<file path="src/rtl/tmap_pkg.sv">
package tmap_pkg;

   typedef enum logic [2:0] {
      ST_IDLE, ST_MAP_A, ST_TIL_A, ST_MAP_B, ST_TIL_B, ST_WRITE, ST_DONE
   } seq_st_t;

   // Grid width in tiles for a size code.
   function automatic int unsigned map_cols(input logic [1:0] code);
      case (code)
         2'd0:    return 12;
         2'd1:    return 16;
         default: return 24;
      endcase
   endfunction

   // Grid height in tiles for a size code.
   function automatic int unsigned map_rows(input logic [1:0] code);
      case (code)
         2'd0:    return 16;
         2'd1:    return 12;
         2'd2:    return 8;
         default: return 16;
      endcase
   endfunction

endpackage

</file>
<file path="src/rtl/tmap_scroll_gate.sv">
// Stores raw scroll writes; moves the effective origin only for in-range values.
module tmap_scroll_gate
   import tmap_pkg::*;
#(
   parameter int SCR_W = 96,
   parameter int SCR_H = 64,
   parameter int SW    = 7
) (
   input  logic          clk,
   input  logic          rst_n,
   input  logic [1:0]    map_size,
   input  logic          wr_x,
   input  logic [SW-1:0] wdata_x,
   input  logic          wr_y,
   input  logic [SW-1:0] wdata_y,
   output logic [SW-1:0] reg_x,
   output logic [SW-1:0] reg_y,
   output logic [SW-1:0] org_x,
   output logic [SW-1:0] org_y
);
   logic fit_x, fit_y;

   always_comb begin
      fit_x = (32'(wdata_x) + 32'(SCR_W)) <= map_cols(map_size) * 32'd8;
      fit_y = (32'(wdata_y) + 32'(SCR_H)) <= map_rows(map_size) * 32'd8;
   end

   always_ff @(posedge clk) begin
      if (!rst_n) begin
         reg_x <= '0;
         reg_y <= '0;
         org_x <= '0;
         org_y <= '0;
      end else begin
         if (wr_x) begin
            reg_x <= wdata_x;
            if (fit_x) org_x <= wdata_x;
         end
         if (wr_y) begin
            reg_y <= wdata_y;
            if (fit_y) org_y <= wdata_y;
         end
      end
   end
endmodule

</file>
<file path="src/rtl/tmap_pixel_merge.sv">
// Joins two vertical strips at a bit offset and optionally complements.
module tmap_pixel_merge (
   input  logic [7:0] lo_byte,
   input  logic [7:0] hi_byte,
   input  logic [2:0] shift,
   input  logic       invert,
   output logic [7:0] merged
);
   logic [15:0] pair_sh;

   always_comb pair_sh = {hi_byte, lo_byte} >> shift;

   for (genvar b = 0; b < 8; b++) begin : g_bit
      assign merged[b] = pair_sh[b] ^ invert;
   end
endmodule

</file>
<file path="src/rtl/tmap_render_seq.sv">
// Walks the frame buffer byte by byte, issuing map, tile and frame accesses.
module tmap_render_seq
   import tmap_pkg::*;
#(
   parameter int                 ADDR_W  = 24,
   parameter logic [ADDR_W-1:0]  FB_BASE = 'h1000,
   parameter int                 MAP_OFS = 'h360,
   parameter int                 SCR_W   = 96,
   parameter int                 SCR_H   = 64,
   parameter int                 SW      = 7
) (
   input  logic              clk,
   input  logic              rst_n,
   input  logic              start,
   input  logic [1:0]        map_size,
   input  logic [ADDR_W-1:0] tile_base,
   input  logic              invert,
   input  logic [SW-1:0]     org_x,
   input  logic [SW-1:0]     org_y,
   input  logic [7:0]        mem_rdata,
   input  logic [7:0]        merged,
   output logic              mem_req,
   output logic              mem_we,
   output logic [ADDR_W-1:0] mem_addr,
   output logic [7:0]        lo_byte,
   output logic [7:0]        hi_byte,
   output logic [2:0]        shift,
   output logic              inv_q,
   output logic              busy,
   output logic              done
);
   localparam int PAGES = SCR_H / 8;
   localparam int COLW  = $clog2(SCR_W);
   localparam int PGW   = $clog2(PAGES);
   localparam int XW    = $clog2((1 << SW) + SCR_W);
   localparam int YW    = $clog2((1 << SW) + SCR_H);
   localparam logic [ADDR_W-1:0] MAP_BASE = FB_BASE + ADDR_W'(MAP_OFS);

   seq_st_t             state;
   logic [COLW-1:0]     col;
   logic [PGW-1:0]      pg;
   logic [4:0]          cols_q;
   logic [ADDR_W-1:0]   tile_q;
   logic [SW-1:0]       ox_q, oy_q;
   logic [7:0]          strip_a;

   logic [XW-1:0]       pix_x;
   logic [YW-1:0]       pix_y;
   logic [YW-4:0]       ty_sel;
   logic [ADDR_W-1:0]   map_addr, tile_addr, fb_addr;
   logic                last_byte;

   always_comb begin
      pix_x     = XW'(ox_q) + XW'(col);
      pix_y     = YW'(oy_q) + YW'({pg, 3'b000});
      shift     = pix_y[2:0];
      ty_sel    = (state == ST_MAP_B) ? pix_y[YW-1:3] + 1'b1 : pix_y[YW-1:3];
      map_addr  = MAP_BASE + ADDR_W'(ty_sel) * ADDR_W'(cols_q) + ADDR_W'(pix_x[XW-1:3]);
      tile_addr = tile_q + ADDR_W'({mem_rdata, 3'b000}) + ADDR_W'(pix_x[2:0]);
      fb_addr   = FB_BASE + ADDR_W'(pg) * ADDR_W'(SCR_W) + ADDR_W'(col);
      last_byte = (col == COLW'(SCR_W - 1)) && (pg == PGW'(PAGES - 1));
      lo_byte   = (shift == 3'd0) ? mem_rdata : strip_a;
      hi_byte   = mem_rdata;
      busy      = (state != ST_IDLE);
      done      = (state == ST_DONE);
      mem_we    = (state == ST_WRITE);
      mem_req   = (state == ST_MAP_A) || (state == ST_TIL_A) || (state == ST_MAP_B)
               || (state == ST_TIL_B) || (state == ST_WRITE);
      case (state)
         ST_MAP_A, ST_MAP_B: mem_addr = map_addr;
         ST_TIL_A, ST_TIL_B: mem_addr = tile_addr;
         ST_WRITE:           mem_addr = fb_addr;
         default:            mem_addr = '0;
      endcase
   end

   always_ff @(posedge clk) begin
      if (!rst_n) begin
         state   <= ST_IDLE;
         col     <= '0;
         pg      <= '0;
         cols_q  <= '0;
         tile_q  <= '0;
         ox_q    <= '0;
         oy_q    <= '0;
         inv_q   <= 1'b0;
         strip_a <= '0;
      end else begin
         case (state)
            ST_IDLE: if (start) begin
               cols_q <= 5'(map_cols(map_size));
               tile_q <= tile_base;
               ox_q   <= org_x;
               oy_q   <= org_y;
               inv_q  <= invert;
               col    <= '0;
               pg     <= '0;
               state  <= ST_MAP_A;
            end
            ST_MAP_A: state <= ST_TIL_A;
            ST_TIL_A: state <= (shift == 3'd0) ? ST_WRITE : ST_MAP_B;
            ST_MAP_B: begin
               strip_a <= mem_rdata;
               state   <= ST_TIL_B;
            end
            ST_TIL_B: state <= ST_WRITE;
            ST_WRITE: begin
               if (last_byte) begin
                  state <= ST_DONE;
               end else begin
                  state <= ST_MAP_A;
                  if (col == COLW'(SCR_W - 1)) begin
                     col <= '0;
                     pg  <= pg + 1'b1;
                  end else begin
                     col <= col + 1'b1;
                  end
               end
            end
            default: state <= ST_IDLE;
         endcase
      end
   end
endmodule

</file>
<file path="src/rtl/tile_map_render.sv">
module tile_map_render #(
   parameter int                ADDR_W  = 24,
   parameter logic [ADDR_W-1:0] FB_BASE = 'h1000,
   parameter int                MAP_OFS = 'h360,
   parameter int                SCR_W   = 96,
   parameter int                SCR_H   = 64,
   parameter int                SW      = 7
) (
   input  logic              clk,
   input  logic              rst_n,
   input  logic              start,
   input  logic [1:0]        map_size,
   input  logic [ADDR_W-1:0] tile_base,
   input  logic              invert,
   input  logic              scroll_x_wr,
   input  logic [SW-1:0]     scroll_x_data,
   input  logic              scroll_y_wr,
   input  logic [SW-1:0]     scroll_y_data,
   output logic [SW-1:0]     scroll_x,
   output logic [SW-1:0]     scroll_y,
   output logic              mem_req,
   output logic              mem_we,
   output logic [ADDR_W-1:0] mem_addr,
   output logic [7:0]        mem_wdata,
   input  logic [7:0]        mem_rdata,
   output logic              busy,
   output logic              done
);
   if (SCR_H % 8 != 0 || SCR_H < 16) begin : g_bad_height
      $error("SCR_H must be a multiple of 8 and at least 16");
   end
   if (SCR_W < 2 || SCR_W > 128) begin : g_bad_width
      $error("SCR_W must lie in 2..128");
   end
   if (ADDR_W < 16) begin : g_bad_addr
      $error("ADDR_W must be at least 16");
   end

   logic [SW-1:0] org_x, org_y;
   logic [7:0]    lo_byte, hi_byte;
   logic [2:0]    shift;
   logic          inv_q;

   tmap_scroll_gate #(.SCR_W(SCR_W), .SCR_H(SCR_H), .SW(SW)) u_gate (
      .clk     (clk),
      .rst_n   (rst_n),
      .map_size(map_size),
      .wr_x    (scroll_x_wr),
      .wdata_x (scroll_x_data),
      .wr_y    (scroll_y_wr),
      .wdata_y (scroll_y_data),
      .reg_x   (scroll_x),
      .reg_y   (scroll_y),
      .org_x   (org_x),
      .org_y   (org_y)
   );

   tmap_render_seq #(
      .ADDR_W(ADDR_W), .FB_BASE(FB_BASE), .MAP_OFS(MAP_OFS),
      .SCR_W(SCR_W), .SCR_H(SCR_H), .SW(SW)
   ) u_seq (
      .clk      (clk),
      .rst_n    (rst_n),
      .start    (start),
      .map_size (map_size),
      .tile_base(tile_base),
      .invert   (invert),
      .org_x    (org_x),
      .org_y    (org_y),
      .mem_rdata(mem_rdata),
      .merged   (mem_wdata),
      .mem_req  (mem_req),
      .mem_we   (mem_we),
      .mem_addr (mem_addr),
      .lo_byte  (lo_byte),
      .hi_byte  (hi_byte),
      .shift    (shift),
      .inv_q    (inv_q),
      .busy     (busy),
      .done     (done)
   );

   tmap_pixel_merge u_merge (
      .lo_byte(lo_byte),
      .hi_byte(hi_byte),
      .shift  (shift),
      .invert (inv_q),
      .merged (mem_wdata)
   );
endmodule

</file>
<file path="config.mk">
export PLATFORM = sky130hd
export DESIGN_NAME = tile_map_render
export DESIGN_NICKNAME = d
export VERILOG_FILES = /design/src/rtl/tmap_pkg.sv /design/src/rtl/tmap_scroll_gate.sv /design/src/rtl/tmap_pixel_merge.sv /design/src/rtl/tmap_render_seq.sv /design/src/rtl/tile_map_render.sv
export SDC_FILE = /design/constraint.sdc
export NUM_CORES = 1
export LEC_CHECK = 0
export ABC_CLOCK_PERIOD_IN_PS = 14100
export BUFFER_PORTS_ARGS = -buffer_cell sky130_fd_sc_hd__buf_4
export CORE_ASPECT_RATIO = 0.6
export CORE_MARGIN = 2
export CORE_UTILIZATION = 55
export DETAILED_ROUTE_END_ITERATION = 6
export HOLD_SLACK_MARGIN = 0.15
export PLACE_DENSITY = 0.78
export RECOVER_POWER = 25
export SYNTH_ARGS = -nofsm -noshare
export SYNTH_HDL_FRONTEND = slang
export SYNTH_SLANG_ARGS = --single-unit
</file>
<file path="constraint.sdc">
create_clock -name clk -period 14.1 [get_ports clk]
set_clock_uncertainty 0.05 [all_clocks]
set_input_delay 2.115 -clock clk [delete_from_list [all_inputs] [get_ports clk]]
set_output_delay 2.115 -clock clk [all_outputs]
set_load 0.01 [all_outputs]
</file>
== Word level (Yosys, flattened, before mapping) ==
Cells that the tools add are included.

* $add $sub $neg: 13
* $mul: 2
* Order comparisons: 2
* Eq/ne operators: 13
* Shift operators: 1
* Multiplexer cells: 17
* Bitwise logic cells: 8
* Reductions and logical operators: 17

{| class="wikitable"
|+ Operators with widths
! kind !! count
|-
| $pmux 24 s3 || 1
|-
| $le 32x32->1 || 1
|-
| $le 32x8->1 || 1
|-
| $add 13x10->14 const A || 2
|-
| $add 24x11->24 || 1
|-
| $add 24x3->24 || 1
|-
| $add 24x5->24 || 1
|-
| $add 24x7->24 || 1
|-
| $mux 7 || 3
|-
| $pmux 5 s2 || 2
|-
| $mux 3 || 6
|-
| $pmux 3 s6 || 1
|-
| $add 7x7->8 const B || 2
|-
| $shr 16x3->8 || 1
|-
| $pmux 7 s2 || 1
|-
| $eq 3x3->1 const B || 4
|-
| $mul 5x5->10 || 1
|-
| $add 7x6->8 || 1
|-
| $add 7x7->8 || 1
|-
| $mux 8 || 1
|-
| $xor 1x1->1 || 8
|-
| $add 7x1->7 const B || 1
|-
| $eq 7x7->1 const B || 1
|-
| $eq 3x2->1 const B || 2
|-
| 20 further kinds || 28
|}

* Register bits: 93
* Input port bits: 54
* Output and inout port bits: 50
* Logic and storage cells: 86

== Longest topological paths before layout ==
* Depth after elaboration: 7
* Mapped depth: 19
* Depth with buffers taken out: 19

== Cells and area by module ==
Synthesis repeated with hierarchy kept, for this count alone.

* Cells, all modules: 811
* Area total of the unflattened synthesis: 6781.5 µm²

{| class="wikitable"
|+ By module, submodules not included
! module !! times used !! cells each !! area each (µm²) !! seq. area each (µm²)
|-
| tmap_render_seq || 1 || 620 || 4954.8 || 1261.2
|-
| tmap_scroll_gate || 1 || 133 || 1278.7 || 560.5
|-
| tmap_pixel_merge || 1 || 58 || 548.0 || 0.0
|}

== Worst setup path before layout ==
No wires, ideal clock.

* Kind: flip-flop to output port
* Start: reg u_seq.pg[0]
* End: out mem_addr[10]
* Arrival: 4376 ps
* Setup slack: 7559 ps
* Cell stages (with the launch flop): 20
* Path buffers: 0
* Path through: dfxtp_1 ha_1 fa_1 xor2_1 nand4_1 xor2_1 nand2_1 ha_1 inv_1 fa_1 ha_1 ha_1 inv_1 fa_1 xnor2_1 and3b_1 nor4b_2 xnor2_1 o21ai_1 a31o_2

* Longest elaborated chain between the ends: 7
* Elaborated cells on any way between the ends: 10
* Those cells by class: add/sub (6); mul (2); mux (2)

{| class="wikitable"
|+ Ends and longest elaborated chain
! item !! line !! RTL
|-
| start: declaration || tmap_render_seq.sv:41 || <nowiki>logic [PGW-1:0] pg;</nowiki>
|-
| start signal: assignment || tmap_render_seq.sv:114 || <nowiki>pg <= pg + 1'b1;</nowiki>
|-
| $add 7x6->8 || tmap_render_seq.sv:55 || <nowiki>pix_y = YW'(oy_q) + YW'({pg, 3'b000});</nowiki>
|-
| $add 5x1->5 || tmap_render_seq.sv:57 || <nowiki>ty_sel = (state == ST_MAP_B) ? pix_y[YW-1:3] + 1'b1 : pix_y[YW-1:3];</nowiki>
|-
| $mux 5 || tmap_render_seq.sv:57 ||
|-
| $mul 5x5->10 || tmap_render_seq.sv:58 || <nowiki>map_addr = MAP_BASE + ADDR_W'(ty_sel) * ADDR_W'(cols_q) + ADDR_W'(pix_x[XW-1:3]);</nowiki>
|-
| $add 13x10->14 || tmap_render_seq.sv:58 ||
|-
| $add 24x5->24 || tmap_render_seq.sv:58 ||
|-
| $pmux 24 s3 (*) || tmap_render_seq.sv:69 || <nowiki>case (state)</nowiki>
|-
| end: declaration || tile_map_render.sv:23 || <nowiki>output logic [ADDR_W-1:0] mem_addr,</nowiki>
|}

Mark *: on every way between the ends. The rest lies on a longest branch, timed or not.

== Worst setup path after layout ==
Ends and elaborated chain as after synthesis.

==> results.sh <==
export IMPL_grt_util_all_layers_pct=25.8
export IMPL_diodes=0
export IMPL_synth_seq_area_share_pct=27.2
export IMPL_fin_crit_ns=7.56
export IMPL_drt_iter0_markers=337
export IMPL_portBuffers=103
export IMPL_violations="capacitance limit, slew limit"
export IMPL_num_vias=5892
export IMPL_start_util_pct=55.7
export IMPL_hold_buffers=0
export IMPL_period_share_pct=53.6
export IMPL_required_ns=11.94
export IMPL_whs_path_depth=2
export IMPL_dieArea_mm2=0.0130
export IMPL_avgSynthCellArea_um2=8.48
export IMPL_core_mm2=0.0119
export IMPL_worstHoldStart="u_gate.org_y[3]"
export IMPL_grt_pass1_vias=5528
export IMPL_via_per_inst=5.73
export IMPL_wl_per_cell_um=16.3
export IMPL_path_clk_slew_ns=0.07
export IMPL_drc=0
export IMPL_dp_hpwl_um=12800
export IMPL_wirelength_um=16800
export IMPL_grt_pass1_wl_um=27000
export IMPL_cts_setup_buffers=0
export IMPL_hold_path_class="register to register"
export IMPL_p_leak_nw=3.34
export IMPL_antenna_found_initial=0
export IMPL_nets=981
export IMPL_fillCellCount=1002
export IMPL_hold_viol=0
export IMPL_yosys_warnings=0
export IMPL_worst_r2r_path_depth=6
export IMPL_clock_path_buffers=2
export IMPL_timing_worst_slew_pin_value_ns=2.88
export IMPL_rsz0062_at_grt="false"
export IMPL_cts_buffers=9
export IMPL_cts_resized=0
export IMPL_die_h_um=89.1
export IMPL_postRouteAntennaNets=0
export IMPL_startpoint_type="register"
export IMPL_total_power_w=0.000654
export IMPL_yosysTopAreaCell="dfxtp_1"
export IMPL_clock_latency_ns=0.34
export IMPL_drive_above_1_share_pct=15.7
export IMPL_cts_sinks=90
export IMPL_die_w_um=146
export IMPL_area_growth_pct=15.9
export IMPL_register_area_mm2=0.00180
export IMPL_synth_edf_count=0
export IMPL_synth_top_cells_by_area="dfxtp_1, ha_1, nand2_1, mux2i_1, a21boi_0"
export IMPL_status="complete, but fails checks"
export IMPL_synth_seq_cells=90
export IMPL_grt_max_degree=84
export IMPL_slew_headroom_pct=-91.8
export IMPL_cts_root_buf="clkbuf_16"
export IMPL_async_reset_ff_share_pct=0
export IMPL_io_pins=104
export IMPL_synth_top_area_share_pct=27.2
export IMPL_synth_distinct_cells=62
export IMPL_drv_slew=84
export IMPL_fmax_mhz=132
export IMPL_setup_viol=0
export IMPL_r2r_start="u_seq.state[0]"
export IMPL_regToRegSetupSlack_ns=11.49
export IMPL_synthesis_area_mm2=0.00663
export IMPL_gp_congestion=0.980
export IMPL_overflow=0
export IMPL_multi_input_area_mm2=0.00455
export IMPL_synthCells=782
export IMPL_min_to="u_gate.org_y[3]"
export IMPL_worst_path_max_fanout=5
export IMPL_h_tree_depth=3
export IMPL_rows=31
export IMPL_syn_nets=904
export IMPL_crit_arrival_ns=5.39
export IMPL_pwr_density_cell_mw_per_mm2=85.0
export IMPL_first_pass_iters=5
export IMPL_cts_tree="done"
export IMPL_ys_flop_type="dfxtp_1"
export IMPL_reg2reg_to="u_seq.col[3]"
export IMPL_ir_drop_uv=51.3
export IMPL_tns_ns=0
export IMPL_critPathKind="register to primary output"
export IMPL_maxCapViolCount=1
export IMPL_end_kind="primary output"
[synth_stat cells, types with 11 or more instances]
master and n:
a21o_1 14, nor2b_1 38, xnor2_1 17, dfxtp_1 90
nand3_1 15, nand2_1 124, clkbuf_1 26, inv_1 33
ha_1 58, and2_1 11, a21boi_0 49, xor2_1 28
nor2_1 39, mux2i_1 42, a21oi_1 33, o21ai_0 19
[cells by family after synthesis]
logic type               count (synthesis)  synth area share (%)
XOR/XNOR                                45                  5.94
flip-flops                              90                  27.2
AO/OA/AOI/OAI                          175                  18.2
multiplexers                            57                  10.2
adder cells (fa/ha/maj)                 68                  14.0
buffers and inverters                   71                  4.36
AND/OR/NAND/NOR                        276                  20.2
[registers in the layout (all words and copies together) (netlist names)]
| name | cells |
|---|---|
| u_seq.oy_q | 7 |
| u_seq.pg | 3 |
| u_gate.org_x | 7 |
| u_seq.strip_a | 7 |
| u_seq.tile_q | 24 |
| u_seq.cols_q | 3 |
| u_gate.org_y | 7 |
| u_seq.inv_q | 1 |
| u_seq.col | 7 |
| u_seq.ox_q | 7 |
| u_seq.state | 3 |
| u_gate.reg_y | 7 |
| u_gate.reg_x | 7 |
[metrics by stage]
stage / std cells / setup slack [ns] / hold WS, ns / cell area [um2] / utilization [%]
after CTS: 1029 / 6.60 / 0.422 / 7730 / 65.0
final: 1029 / 6.54 / 0.423 / 7690 / 64.6
after floorplan: 782 / 7.56 / 0.390 / 6630 / -
after global routing: 1029 / 6.20 / 0.446 / 7690 / 64.6
after global placement: 1013 / 7.19 / 0.407 / 7460 / 62.6
after detailed placement: 1013 / 6.99 / 0.412 / 7460 / 62.6
[power by group]
part	internal, W	leakage [nW]	switching, W
logic	0.0000650	2.47	0.0000777
clock network	0.000120	0.132	0.000107
registers	0.000268	0.735	0.0000150
[critical path: stages (launching register included)]
cell	delay, ns
dfxtp_1	0.36
ha_1	0.23
fa_1	0.48
xor2_1	0.36
nand4_1	0.18
xor2_1	0.27
nand2_1	0.10
ha_1	0.27
inv_1	0.05
fa_1	0.48
ha_1	0.29
ha_1	0.16
inv_1	0.05
fa_1	0.38
xnor2_1	0.22
and3b_1	0.25
nor4b_2	0.30
xnor2_1	0.16
o21ai_1	0.07
a31o_2	0.23
buf_4	0.14
[worst max path at each step]
stage / startpoint / endpoint / slack, ns / cells after the start
after CTS: u_seq.state[0] / mem_addr[10] / 6.60 / 18
after floorplan: u_seq.pg[0] / mem_addr[10] / 7.56 / 19
after global placement: u_seq.state[0] / mem_addr[10] / 7.19 / 18
after global routing: u_seq.state[0] / mem_addr[12] / 6.20 / 18
after detailed placement: u_seq.state[0] / mem_addr[10] / 6.99 / 18
final: u_seq.pg[0] / mem_addr[10] / 6.54 / 20
[cells in the final DEF (no fill, tap or decap), drive strengths merged, types with 21 or more instances in the layout]
master,Yosys,routed
nor2,39,39
mux2i,42,42
o21ai,25,25
a21oi,35,35
a21boi,49,49
clkbuf,26,21
nor2b,38,38
ha,58,58
dfxtp,90,90
nand2,124,124
xor2,28,28
inv,33,35
buf,12,92
[metal layers]
layer	part of all wire (%)	vias up	global-route usage (%)
li1	-	2877	-
met3	6.9	32	6.28
met5	0	-	0
met1	48	2794	35.6
met2	43	189	40.7
met4	1.4	0	7.49
[cell type report]
cell class,instances,share of cell area (%)
Clock buffer,9,2.93
Clock inverter,7,0.667
Inverter,33,1.61
Multi-Input combinational cell,621,59.1
Sequential cell,90,23.4
Tap cell,165,2.68
Timing Repair Buffer,104,9.57
Note: power is estimated with default switching activity, not from simulation.
